File: config.mk
export PLATFORM = sky130hd
export DESIGN_NAME = r4_mult
export DESIGN_NICKNAME = d
export VERILOG_FILES = /design/src/rtl/r4_mult_pkg.sv /design/src/rtl/r4_recoder.sv /design/src/rtl/r4_pp_select.sv /design/src/rtl/r4_csa_sum.sv /design/src/rtl/r4_mult.sv
export SDC_FILE = /design/constraint.sdc
export NUM_CORES = 1
export LEC_CHECK = 0
export BUFFER_PORTS_ARGS = -buffer_cell sky130_fd_sc_hd__buf_2
export CAP_MARGIN = 20
export CORE_AREA = 8 8 80 82
export DETAILED_ROUTE_END_ITERATION = 16
export DIE_AREA = 0 0 88 90
export PLACE_DENSITY = 0.75
export SLEW_MARGIN = 10
export SYNTH_ARGS = -nofsm -noshare
export SYNTH_HDL_FRONTEND = slang
export SYNTH_SLANG_ARGS = --single-unit
File: constraint.sdc
create_clock -name clk -period 9.3 [get_ports clk]
set_clock_uncertainty 0.2 [all_clocks]
set_input_delay 0.465 -clock clk [delete_from_list [all_inputs] [get_ports clk]]
set_output_delay 0.465 -clock clk [all_outputs]
set_load 0.03 [all_outputs]
File: src/rtl/r4_mult_pkg.sv
package r4_mult_pkg;

    // Control word for one partial-product row.
    typedef struct packed {
        logic one;   // select the multiplicand itself
        logic two;   // select the multiplicand shifted left by one
        logic neg;   // invert the selection and add one at the row LSB
    } recode_t;

    // Turn a three-bit multiplier window {high, mid, low} into row controls.
    function automatic recode_t recode_group(input logic [2:0] g);
        recode_t r;
        r.one = g[1] ^ g[0];
        r.two = (g == 3'b011) || (g == 3'b100);
        r.neg = g[2];
        return r;
    endfunction

    // Row count for an even operand width.
    function automatic int row_count(input int width);
        return width / 2;
    endfunction

endpackage

File: src/rtl/r4_recoder.sv
module r4_recoder
    import r4_mult_pkg::*;
#(
    parameter int WIDTH = 8
) (
    input  logic [WIDTH-1:0]                   mplier,
    output recode_t [row_count(WIDTH)-1:0]     ctl
);
    localparam int ROWS = row_count(WIDTH);

    // Multiplier with an implied zero below bit 0.
    logic [WIDTH:0] ext;
    assign ext = {mplier, 1'b0};

    for (genvar r = 0; r < ROWS; r++) begin : g_row
        assign ctl[r] = recode_group(ext[2*r+2 -: 3]);

        always_comb begin
            // a row never selects both magnitudes at once
            p_mag_exclusive_r2: assert (!(ctl[r].one && ctl[r].two));
        end
    end

endmodule

File: src/rtl/r4_pp_select.sv
module r4_pp_select
    import r4_mult_pkg::*;
#(
    parameter int WIDTH = 8
) (
    input  logic [WIDTH-1:0] mcand,
    input  recode_t          ctl,
    output logic [WIDTH:0]   pp
);
    localparam int PPW = WIDTH + 1;

    logic [PPW-1:0] mult;

    always_comb begin
        if (ctl.one)
            mult = {mcand[WIDTH-1], mcand};
        else if (ctl.two)
            mult = {mcand, 1'b0};
        else
            mult = '0;
        pp = mult ^ {PPW{ctl.neg}};
    end

    always_comb begin
        if (!ctl.one && !ctl.two) begin
            // zero selection leaves only the inversion pattern
            p_zero_row_r2: assert (pp == {PPW{ctl.neg}});
        end
        if (ctl.one) begin
            // single multiple keeps the operand sign, flipped when negated
            p_single_sign_r2: assert (pp[WIDTH] == (mcand[WIDTH-1] ^ ctl.neg));
        end
    end

endmodule

File: src/rtl/r4_csa_sum.sv
module r4_csa_sum
    import r4_mult_pkg::*;
#(
    parameter int WIDTH = 8
) (
    input  recode_t [row_count(WIDTH)-1:0]           ctl,
    input  logic    [row_count(WIDTH)-1:0][WIDTH:0]  pps,
    output logic    [2*WIDTH-1:0]                    sum
);
    localparam int ROWS = row_count(WIDTH);
    localparam int PW   = 2 * WIDTH;
    localparam int NOPS = ROWS + 2;
    localparam int NSTG = NOPS - 2;

    // Sum of -2^(WIDTH+2r) over all rows: repairs the flipped sign bits.
    function automatic logic [PW-1:0] comp_const();
        logic [PW-1:0] acc;
        acc = '0;
        for (int r = 0; r < ROWS; r++)
            acc = acc - (PW'(1) << (WIDTH + 2 * r));
        return acc;
    endfunction

    localparam logic [PW-1:0] COMP = comp_const();

    logic [PW-1:0] ops [NOPS];

    always_comb begin
        for (int k = 0; k < NOPS; k++)
            ops[k] = '0;
        for (int r = 0; r < ROWS; r++) begin
            ops[r] = PW'({~pps[r][WIDTH], pps[r][WIDTH-1:0]}) << (2 * r);
            ops[ROWS][2*r] = ctl[r].neg;
        end
        ops[ROWS+1] = COMP;
    end

    logic [PW-1:0] s_v [NSTG+1];
    logic [PW-1:0] c_v [NSTG+1];

    assign s_v[0] = ops[0];
    assign c_v[0] = ops[1];

    for (genvar k = 0; k < NSTG; k++) begin : g_csa
        assign s_v[k+1] = s_v[k] ^ c_v[k] ^ ops[k+2];
        assign c_v[k+1] = ((s_v[k] & c_v[k]) | (s_v[k] & ops[k+2]) |
                           (c_v[k] & ops[k+2])) << 1;

        always_comb begin
            // each compressor stage preserves the running total
            p_csa_preserve_r1: assert ((s_v[k+1] + c_v[k+1]) ==
                                       (s_v[k] + c_v[k] + ops[k+2]));
        end
    end

    assign sum = s_v[NSTG] + c_v[NSTG];

endmodule

File: src/rtl/r4_mult.sv
module r4_mult
    import r4_mult_pkg::*;
#(
    parameter int WIDTH   = 8,
    parameter bit OUT_REG = 1'b1
) (
    input  logic                 clk,
    input  logic                 rst,
    input  logic [WIDTH-1:0]     mplier_i,
    input  logic [WIDTH-1:0]     mcand_i,
    output logic [2*WIDTH-1:0]   product_o
);
    localparam int ROWS = row_count(WIDTH);
    localparam int PW   = 2 * WIDTH;

    recode_t [ROWS-1:0]           ctl;
    logic    [ROWS-1:0][WIDTH:0]  pps;
    logic    [PW-1:0]             prod_comb;

    r4_recoder #(.WIDTH(WIDTH)) i_recoder (
        .mplier (mplier_i),
        .ctl    (ctl)
    );

    for (genvar r = 0; r < ROWS; r++) begin : g_sel
        r4_pp_select #(.WIDTH(WIDTH)) i_sel (
            .mcand (mcand_i),
            .ctl   (ctl[r]),
            .pp    (pps[r])
        );
    end

    r4_csa_sum #(.WIDTH(WIDTH)) i_sum (
        .ctl (ctl),
        .pps (pps),
        .sum (prod_comb)
    );

    if (OUT_REG) begin : g_reg
        always_ff @(posedge clk) begin
            if (rst)
                product_o <= '0;
            else
                product_o <= prod_comb;
        end

        // reset empties the output register
        p_reset_clear_r5: assert property (@(posedge clk)
            rst |=> (product_o == '0));

        // zero multiplier gives zero product one cycle later
        p_zero_mplier_r6: assert property (@(posedge clk) disable iff (rst)
            (mplier_i == '0) |=> (product_o == '0));

        // zero multiplicand gives zero product one cycle later
        p_zero_mcand_r6: assert property (@(posedge clk) disable iff (rst)
            (mcand_i == '0) |=> (product_o == '0));

        // product sign matches operand signs for nonzero operands
        p_sign_r1: assert property (@(posedge clk) disable iff (rst)
            ((mplier_i != '0) && (mcand_i != '0)) |=>
            (product_o[PW-1] == $past(mplier_i[WIDTH-1] ^ mcand_i[WIDTH-1])));
    end else begin : g_comb
        assign product_o = prod_comb;
    end

endmodule

==> results of run 1 <==
## where the power goes
part           switching, µW  leakage, µW  total [µW]  internal (µW)
clock                   23.6    0.0000216        52.3           28.8
sequential              4.69     0.000133         101           96.5
combinational            398      0.00129         673            275
total                    426      0.00145         826            400
## cell families (layout without fill, tap and decap cells)
logic type	after synthesis	count (layout)	synth area share, %
AO/OA/AOI/OAI	105	105	22.1
XOR/XNOR	26	26	8.28
adder cells (fa/ha/maj)	61	61	31.3
buffers and inverters	73	79	10.1
flip-flops	16	16	11.7
multiplexers	1	1	0.410
AND/OR/NAND/NOR	106	106	16.2
## final cells by class
type	instances	area share [%]
Clock buffer	3	1.41
Inverter	43	5.51
Multi-Input combinational cell	299	73.4
Tap cell	72	3.07
Sequential cell	16	10.9
Timing Repair Buffer	33	5.64
## through the flow
stage | total power [µW] | cells | worst slack [ns]
final | 826 | 466 | 4.02
after floorplan | 645 | 388 | 4.02
after detailed placement | 778 | 463 | 3.81
after CTS | 834 | 466 | 4.05
after global routing | 924 | 466 | 3.65
after global placement | 757 | 463 | 3.92
## synthesized netlist by cell type (3+ instances only)
library cell,n
nand2_1,63
o21ai_0,49
ha_1,48
inv_1,43
a21oi_1,32
clkbuf_1,27
nor2_1,24
xor2_1,19
dfxtp_1,16
fa_1,13
a311oi_1,7
xnor2_1,7
nand3_1,5
nor2b_1,5
a21o_1,4
a31oi_1,4
o31ai_1,3
## per-layer routing
| layer | share of wire, % | up-vias |
|---|---|---|
| met4 | 0.42 | 0 |
| met3 | 5.5 | 6 |
| li1 | - | 1305 |
| met2 | 51 | 53 |
| met5 | 0 | - |
| met1 | 43 | 1204 |
## path summary, 6_finish.rpt
kind | depth (start not counted) | end | slack (ns) | from
min | 2 | product_o[8] | 0.37 | rst
max | 18 | product_o[15] | 4.02 | mplier_i[3]
==> results.txt, run 1 <==
Dividing the final minimum period by the clock period gives 56.8%. The final wirelength came out at 6.14 mm. The count of vias placed by the detailed router came out at 2568. Traced cell by cell, the critical path runs through buf_2 -> inv_1 -> ha_1 -> nand2_1 -> o21ai_0 -> nand2_1 -> o21ai_0 -> fa_1 -> fa_1 -> inv_1 -> fa_1 -> ha_1 -> ha_1 -> nand3_2 -> nand3b_1 -> nand4_1 -> a31oi_1 -> mux2_2.

A synthesized cell averages 7.08 µm². After filler insertion, the fill cell instance count of the layout stands at 515. The starting density of the core came out at 52.5%. The number of standard-cell rows in the floorplan is 27. The largest register by flop count is product_o. Setup total negative slack on the finished layout was measured at 0 ns. Of all nets on the critical path, the largest fanout is 27. The boundary pin count is 34.

On the worst path, the slowest cell contributes a delay of 0.67 ns. The initial antenna violation count is 0. The area inside the core boundary came out at 5240 µm². The worst-case hold slack is 0.373 ns.

The number of buffers and inverters on the critical path is 3. The sequential cells in the finished layout cover a total of 320 µm². The fraction of the yosys area taken by sequential cells is 11.7%. The power density relative to cell area came out at 282 nW/µm². The nature of the critical path endpoint is a register.

The largest voltage drop on the vdd net came out at 212 µV. For met3 alone, demand over resource in global routing was 2.64%. The kind of start point of the critical path is an input pin. After the last flow step, the layout net total stands at 475. The count of buffers from port buffering came out at 33. No sink is reached through more buffers than the 2 on the longest clock path. The iteration count of the initial detailed-routing pass came out at 5. The quantity of gates resized following cts is 0. The global routing usage on met2 came out at 27.8%. At the end of routability-driven placement, the weighted congestion stood at 0.873.

0 antenna diodes ended up in the layout. The max-slew headroom at the worst pin is 61.9%. The cell taking the most area after synthesis is ha_1. The post-layout instance area came out at 2930 µm². The cell count after synthesis is 388. The remaining global-route overflow is 0. By area the synthesized netlist is led by ha_1, dfxtp_1, fa_1. The synthesized netlist contains 35 unique library cells. The hold-fix buffer count after cts is 0. The area occupied by multi-input gates is 2150 µm².

The transition time of the tightest slew-check pin is 0.572 ns. The flip-flop count of the largest register after layout is 16. After synthesis, the largest area contributor takes up 21.8% of total cell area. The first-pass GRT wire length is 10.7 mm. For this run, the number of Yosys warnings is 0. The share of final-layout standard cells stronger than drive strength 1 is 10.9%. The flow ran to the end, and the final reports show no timing, DRC or antenna violations. TritonCTS built the clock tree. The worst-path cell with the longest stage delay is ha_1.

CTS saw 16 sinks. The met1 track utilization from global routing came out at 19.4%. The highest clock frequency the design can meet is 189 MHz. The static leakage is 0.00145 µW. The area of the die came out at 7920 µm². The most frequent standard cell in the layout excluding fill and tap cells is nand2_1. The cell area after synthesis came out at 2750 µm². The arrival time reported for the critical path endpoint came out at 5.22 ns.

The post-synthesis async set-or-reset flop share is 0%. The number of hold violations in the final report is 0. The aggregate global-route resource usage is 15.8%. Entering global routing, the biggest net connects 28 pins. The die height is 90 µm. Relative to the synthesized area, the layout overhead comes to 6.60%. The number of levels in the clock H-tree is 1. The floorplan die width came out at 88 µm. The worst hold path belongs to the class in2reg. The total cell area at the placement stage is 2890 µm².

The total half-perimeter wirelength after legalization and detailed placement came out at 4.79 mm. In the layout the commonest cells are nand2_1, o21ai_0, ha_1. For this block, the initial DRC count from the detailed router was 131.

The count of pins over their slew limit is 0. The largest registers in the layout are product_o: 16 flops. The count of antenna-violating nets left after detailed routing is 0. The total of max-cap violations came out at 0. The number of DRC violations after detailed routing came out at 0. Counting flops with a built-in enable in the synthesized netlist gives 0. The smallest clock period supported by the final layout is computed as 5.28 ns.

The number of nets produced by synthesis is 467. The mean routed wirelength per cell came out at 13.2 µm. The via count of the first global-routing pass is 2431. The end-of-flow core utilization came out at 56.0%. met2 is the most crowded layer. Setup repair after global routing left no endpoint under its margin. After detailed routing, the number of vias per cell comes to 5.51.

The number of buffers added by the clock tree synthesis step is 3. In the synthesized netlist the dominant register cell turns out to be dfxtp_1. The number of synthesized register bits came out at 16. In this run the clock root is driven by a clkbuf_8. The critical path is of the in2reg type.

The total setup violations reported at the end of the flow is 0. The clock-pin slew of the registers on the worst-case setup and hold paths came out at 0.06 ns. The cell type group with the largest total delay on the critical path is adder cells.

After clock tree synthesis, the setup repair step added 0 buffers. The worst endpoint required time is 9.24 ns.
(Power assumes the default switching activity.)
==> run 2: changes to the inputs <==
clock period = 5.1 ns   (was 9.3 ns; I/O delays follow)
==> results.txt, run 2 (synthesized netlist as in run 1, its figures left out) <==
Result of the run: finished clean (unchanged). The final layout net count is 479 (was 475). The number of diodes added for antenna fixing was 0 (unchanged). The pin count of the biggest net entering global routing is 27 (was 28). The remaining global-route overflow is 0 (unchanged). The number of standard-cell rows in the floorplan came to 27 (unchanged).

The summed negative setup slack over all endpoints came out at 0 ns (unchanged). The worst path in the final design needs a cycle of 4.52 ns, including I/O delays and setup. The kind of start point of the critical path is an input pin (unchanged). The sink count of the clock tree came out at 16 (unchanged).

The final cycle utilization of the critical path came out at 88.6%. The via count of the first global-routing pass came to 2260 (was 2431). The highest clock frequency the design can meet came out at 221 MHz. The total half-perimeter wirelength after legalization and detailed placement came out at 4.76 mm (was 4.79 mm). The proportion of total power due to net switching is 50.9% (was 51.6%).

The worst endpoint required time came out at 5.04 ns (was 9.24 ns). The total of max-cap violations was 0 (unchanged). The count of buffers from port buffering came out at 33 (unchanged). The final RePlAce weighted congestion is 0.847 (was 0.873). The power density relative to cell area came out at 503 nW/µm² (was 282 nW/µm²). The largest voltage drop on the vdd net came to 399 µV (was 212 µV). The flip-flop count of the largest register after layout is 16 (unchanged).

The combinational share of power came out at 81.5% (was 81.4%). The critical path class is in2reg (unchanged). The final wirelength is 6.07 mm (was 6.14 mm). Sequence of cells on the critical path: buf_2 -> buf_4 -> ha_1 -> nand2_1 -> o21ai_0 -> o21ai_0 -> fa_1 -> fa_1 -> inv_1 -> fa_1 -> ha_1 -> ha_1 -> nand3_2 -> nand3b_1 -> nand4_1 -> a31oi_1 -> mux2_2 (was buf_2 -> inv_1 -> ha_1 -> nand2_1 -> o21ai_0 -> nand2_1 -> o21ai_0 -> fa_1 -> fa_1 -> inv_1 -> fa_1 -> ha_1 -> ha_1 -> nand3_2 -> nand3b_1 -> nand4_1 -> a31oi_1 -> mux2_2). The clock tree from TritonCTS is yes (unchanged). The total cell area at the placement stage is 2920 µm² (was 2890 µm²).

The boundary pin count came out at 34 (unchanged). The part of the total power dissipated in the clock network came out at 6.1% (was 6.3%). The static leakage is 0.00147 µW (was 0.00145 µW). The area inside the core boundary was 5240 µm² (unchanged). The arrival time reported for the critical path endpoint is 4.46 ns (was 5.22 ns). The switching power summed over all nets is 759 µW (was 426 µW). The total setup violations reported at the end of the flow came out at 0 (unchanged). Registers with the most flip-flops: product_o: 16 flops (unchanged).

Unrepaired setup endpoints after global routing: no (unchanged). The max-slew headroom at the worst pin came to 61.8% (was 61.9%). Most frequent cells in the layout: nand2_1, o21ai_0, ha_1 (unchanged).

The nature of the critical path endpoint was a register (unchanged). The iteration count of the initial detailed-routing pass came out at 5 (unchanged). The count of vias placed by the detailed router came out at 2549 (was 2568). The detailed-route vias per instance came out at 5.42 (was 5.51). The floorplan die width came out at 88 µm (unchanged). The register share of total power is 12.4% (was 12.3%). The delay of the slowest cell on the worst path came out at 0.55 ns (was 0.67 ns). The number of buffers added by the clock tree synthesis step is 3 (unchanged). The number of levels in the clock H-tree is 1 (unchanged). The cell-internal power was 731 µW (was 400 µW). The largest register by flop count is product_o (unchanged).

The share of final-layout standard cells stronger than drive strength 1 is 11.8% (was 10.9%). The count of pins over their slew limit came out at 0 (unchanged). The worst-path cell with the longest stage delay is fa_1 (was ha_1). The number of buffers on the longest clock path came out at 2 (unchanged). The synthesis-to-layout area growth came out at 7.69% (was 6.60%).

The quantity of gates resized following cts came out at 0 (unchanged). The number of hold violations in the final report came out at 0 (unchanged). The count of antenna-violating nets left after detailed routing is 0 (unchanged). The fill cell total of the finished layout came out at 507 (was 515).

The transition time of the tightest slew-check pin is 0.573 ns (was 0.572 ns). The class of the most critical hold timing path was in2reg (unchanged). The first-pass GRT wire length is 10.3 mm (was 10.7 mm). The area of the die came out at 7920 µm² (unchanged). The starting density of the core came to 52.5% (unchanged). The hold-fix buffer count after cts is 0 (unchanged). The mean routed wirelength per cell was 12.9 µm (was 13.2 µm). The largest fanout of any net on the critical path came out at 26 (was 27). The post-layout instance area is 2960 µm² (was 2930 µm²). The cell chosen for the clock root is clkbuf_8 (unchanged).

The die height came out at 90 µm (unchanged). The initial antenna violation count came out at 0 (unchanged). The number of buffers inserted by post-CTS setup repair is 0 (unchanged). The violation count after the first detailed-routing iteration is 134 (was 131). The aggregate global-route resource usage came to 15.5% (was 15.8%).

The clock-pin slew of the registers on the worst-case setup and hold paths was 0.06 ns (about the same). The most frequent standard cell in the layout excluding fill and tap cells is nand2_1 (unchanged). The number of DRC violations after detailed routing came to 0 (unchanged).
[run 2: cell count changes in the layout (fill, tap and decap cells not counted), sizes merged]
| cell | before | now |
|---|---|---|
| buf | 33 | 37 |
[run 2: final cells by class]
| class | count | area, µm² | area share [%] |
|---|---|---|---|
| well taps | 72 | 90.1 | 3.04 |
| repair buffers | 37 | 195 | 6.59 |
| inverters | 43 | 161 | 5.45 |
| clock buffers | 3 | 41.3 | 1.39 |
| flip-flops and latches | 16 | 320 | 10.8 |
| multi-input cells | 299 | 2150 | 72.7 |
[run 2: metal layers]
metal | up-vias | track usage [%] | wire, µm
met1 | 1162 | 20.6 | 2660
met3 | 6 | 2.09 | 310
met4 | 0 | 2.73 | 59
li1 | 1310 | - | -
met2 | 71 | 25.9 | 3040
met5 | - | 0 | 0
[run 2: stage by stage]
stage               setup slack (ns)  cells  hold slack, ns  util [%]  total power (µW)
finish                         0.579    470           0.162      56.5              1490
floorplan                     0.0348    388           0.124         -              1180
CTS                            0.579    470           0.160      56.5              1510
global route                   0.346    470           0.174      56.5              1670
detailed placement             0.329    467           0.418      55.7              1410
global placement               0.366    467           0.415      55.7              1390
[run 2: final timing paths]
kind / startpoint / end / slack (ns) / depth (start not counted)
worst max-delay path: mplier_i[3] / product_o[15] / 0.58 / 17
worst min-delay path: rst / product_o[12] / 0.16 / 2
[run 2: worst max-delay path: cells and delay by family]
family | cells | cell delay [ns]
compound gates | 3 | 0.46
fa+ha+maj | 6 | 2.47
buf+inv | 3 | 0.43
mux | 1 | 0.34
simple gates | 4 | 0.49
[run 2: power groups by stage]
stage / Sequential [µW] / Clock [µW] / Combinational [µW]
finish: 185 / 90.8 / 1210
global route: 191 / 103 / 1380
CTS: 185 / 94.2 / 1230
detailed placement: 188 / 0 / 1220
global placement: 187 / 0 / 1200
floorplan: 281 / 0 / 895
==> run 3: changes to the inputs <==
ABC_AREA = 1   (was default)
CORE_AREA = 8 8 88 90   (was 8 8 80 82)
DIE_AREA = 0 0 96 98   (was 0 0 88 90)
PLACE_DENSITY = default   (was 0.75)
PLACE_DENSITY_LB_ADDON = 0.3   (was default)
==> results.txt, run 3 <==
Result of the run: finished clean (unchanged). The number of levels in the clock H-tree is 1 (unchanged). Registers with the most flip-flops: product_o: 16 flops (unchanged).

The count of pins over their slew limit is 0 (unchanged). The count of buffers from port buffering is 33 (unchanged). The worst endpoint required time is 5.05 ns (was 5.04 ns). The static leakage is 0.00173 µW (was 0.00147 µW). The clock tree from TritonCTS is yes (unchanged).

The total power consumption of the routed design came out at 1910 µW (was 1490 µW). The iteration count of the initial detailed-routing pass came to 4 (was 5). The final RePlAce weighted congestion is 0.862 (was 0.847). The number of DRC violations after detailed routing came to 0 (unchanged). The aggregate global-route resource usage came out at 13.2% (was 15.5%). The final layout net count came out at 517 (was 479). The critical path class is in2reg (unchanged). The largest fanout of any net on the critical path came out at 16 (was 26). The most frequent standard cell in the layout excluding fill and tap cells is nand2_1 (unchanged). The final wirelength is 5.94 mm (was 6.07 mm).

The fraction of synthesized cell area taken by the top area cell type was 21.8% (about the same). The count of vias placed by the detailed router is 2452 (was 2549). Top cells by area, synth: ha_1, nand2_1, dfxtp_1 (was ha_1, dfxtp_1, fa_1). The cell area after synthesis was 2750 µm² (about the same). The mean routed wirelength per cell came out at 11.5 µm (was 12.9 µm). The count of antenna-violating nets left after detailed routing came out at 0 (unchanged). The fraction of the yosys area taken by sequential cells came to 11.6% (was 11.7%).

The max-slew headroom at the worst pin came to 70.1% (was 61.8%). Most frequent cells in the layout: nand2_1, inv_1, ha_1 (was nand2_1, o21ai_0, ha_1). The cell taking the most area after synthesis is ha_1 (unchanged). The clock-pin slew of the registers on the worst-case setup and hold paths came out at 0.06 ns (about the same). The cell count after synthesis is 409 (was 388). The count of yosys warnings during synthesis came to 0 (unchanged).

The area inside the core boundary is 6490 µm² (was 5240 µm²). The share of final-layout standard cells stronger than drive strength 1 is 12.4% (was 11.8%). The die height was 98 µm (was 90 µm).

The number of diodes added for antenna fixing came out at 0 (unchanged). The prevailing post-synth register cell is dfxtp_1 (unchanged). The hold-fix buffer count after cts came out at 0 (unchanged). The post-synthesis async set-or-reset flop share is 0% (unchanged).

The arrival time reported for the critical path endpoint is 4.54 ns (was 4.46 ns). The summed negative setup slack over all endpoints is 0 ns (unchanged). The largest voltage drop on the vdd net came out at 368 µV (was 399 µV). The remaining global-route overflow is 0 (unchanged).

The sink count of the clock tree came out at 16 (unchanged). The pin count of the biggest net entering global routing came out at 17 (was 27). The number of buffers added by the clock tree synthesis step is 3 (unchanged). The number of buffers on the longest clock path is 2 (unchanged). The total setup violations reported at the end of the flow came out at 0 (unchanged).

Unrepaired setup endpoints after global routing: no (unchanged). The boundary pin count came to 34 (unchanged). The largest register by flop count is product_o (unchanged). The flip-flop count of the largest register after layout was 16 (unchanged). The most frequent cell after synthesis was nand2_1 (unchanged). The initial antenna violation count is 0 (unchanged). The kind of start point of the critical path is an input pin (unchanged).

The first-pass GRT wire length came to 10.3 mm (about the same). The violation count after the first detailed-routing iteration is 85 (was 134). The power density relative to cell area came out at 634 nW/µm² (was 503 nW/µm²). The average footprint of a synthesized cell is 6.73 µm² (was 7.08 µm²). The number of nets produced by synthesis is 488 (was 467). The fill cell total of the finished layout is 707 (was 507). The synthesis-to-layout area growth is 9.28% (was 7.69%).

The number of hold violations in the final report was 0 (unchanged). The total half-perimeter wirelength after legalization and detailed placement is 5.21 mm (was 4.76 mm). The number of synthesized register bits is 16 (unchanged). The nature of the critical path endpoint was a register (unchanged). The transition time of the tightest slew-check pin is 0.448 ns (was 0.573 ns). The quantity of gates resized following cts came out at 0 (unchanged). Ranking of synthesized cells by instance count: nand2_1, inv_1, ha_1, o21ai_0 (was nand2_1, o21ai_0, ha_1, inv_1, a21oi_1).

The number of buffers inserted by post-CTS setup repair came out at 0 (unchanged). The number of standard-cell rows in the floorplan is 30 (was 27). The area of the die was 9410 µm² (was 7920 µm²).

The time the final worst path needs with I/O delays and setup was 4.59 ns (was 4.52 ns). The number of distinct library cells after synthesis was 26 (was 35). The cell chosen for the clock root is clkbuf_8 (unchanged). The total of max-cap violations was 0 (unchanged).

The floorplan die width is 96 µm (was 88 µm). The class of the most critical hold timing path was in2reg (unchanged). The highest clock frequency the design can meet was 218 MHz (was 221 MHz).

The starting density of the core is 42.4% (was 52.5%). The number of flops mapped to enable cells by yosys came out at 0 (unchanged). The via count of the first global-routing pass is 2361 (was 2260). The final cycle utilization of the critical path is 90.0% (was 88.6%). The detailed-route vias per instance came out at 4.74 (was 5.42).
==> run 3: cell types whose count changed in the layout (fill, tap and decap cells not counted), moves of 5 or more <==
cell	before	now
nand2_1	63	104
o21ai_0	49	37
a311oi_1	7	0
a21oi_1	32	13
xor2_1	19	28
nor2b_1	5	0
nand2_2	0	10
inv_1	43	79
xnor2_1	7	0
==> run 3: worst paths after layout <==
kind | from | to | cells after the start
max | mplier_i[1] | product_o[15] | 22
min | rst | product_o[2] | 2
==> run 3: cells by family after synthesis <==
kind of cell / count (synthesis) / share of synthesized area [%]
xor gates and xnor gates: 28 / 8.91
buffers and inverters: 91 / 13.8
adders and majority gates: 61 / 31.3
DFF: 16 / 11.6
and+or+nand+nor: 152 / 22.3
AOI/OAI and AO/OA: 61 / 12.1
==> run 3: critical path, stage by stage <==
cell	delay, ns
buf_2	0.21
inv_1	0.14
ha_1	0.50
a21oi_2	0.18
nand2_2	0.12
nand2_1	0.09
xor2_1	0.19
fa_1	0.47
fa_1	0.55
inv_1	0.05
fa_1	0.46
ha_1	0.32
ha_1	0.35
nand2_1	0.09
nor2_1	0.09
nand2_1	0.07
nand2_2	0.10
nand2_1	0.08
inv_1	0.05
nor2_1	0.03
nor2_1	0.07
nor2_1	0.05
==> run 3: stage by stage <==
step	hold WS [ns]	area [µm²]	util, %	std cells	worst slack (ns)
3_3_place_gp	0.284	2950	45.5	513	0.388
5_1_grt	0.0221	3010	46.3	517	0.175
3_5_place_dp	0.288	2950	45.5	513	0.279
6_report	0.0233	3010	46.3	517	0.509
4_1_cts	0.0217	3010	46.3	517	0.524
2_1_floorplan	0.126	2750	-	409	0.670
==> run 3: cell type report <==
type | instances | area [µm²] | area share, %
multi-input combinational | 302 | 2050 | 68.2
sequential | 16 | 320 | 10.7
inverter | 81 | 307 | 10.2
timing repair buffer | 34 | 173 | 5.74
tap | 80 | 100 | 3.33
clock buffer | 4 | 55.1 | 1.83
==> run 3: routing by layer <==
metal / part of all wire (%) / global-route usage [%] / vias up / routed length, µm
li1: - / - / 1320 / -
met1: 47 / 16.3 / 1083 / 2800
met2: 48 / 23.0 / 47 / 2880
met3: 4.1 / 2.69 / 2 / 242
met4: 0.30 / 1.66 / 0 / 18
met5: 0 / 0 / - / 0
==> run 3: report_power, final <==
part | internal [µW] | switching [µW] | total, µW
Clock | 68.5 | 44.5 | 113
Combinational | 591 | 1020 | 1610
Sequential | 179 | 7.97 | 187
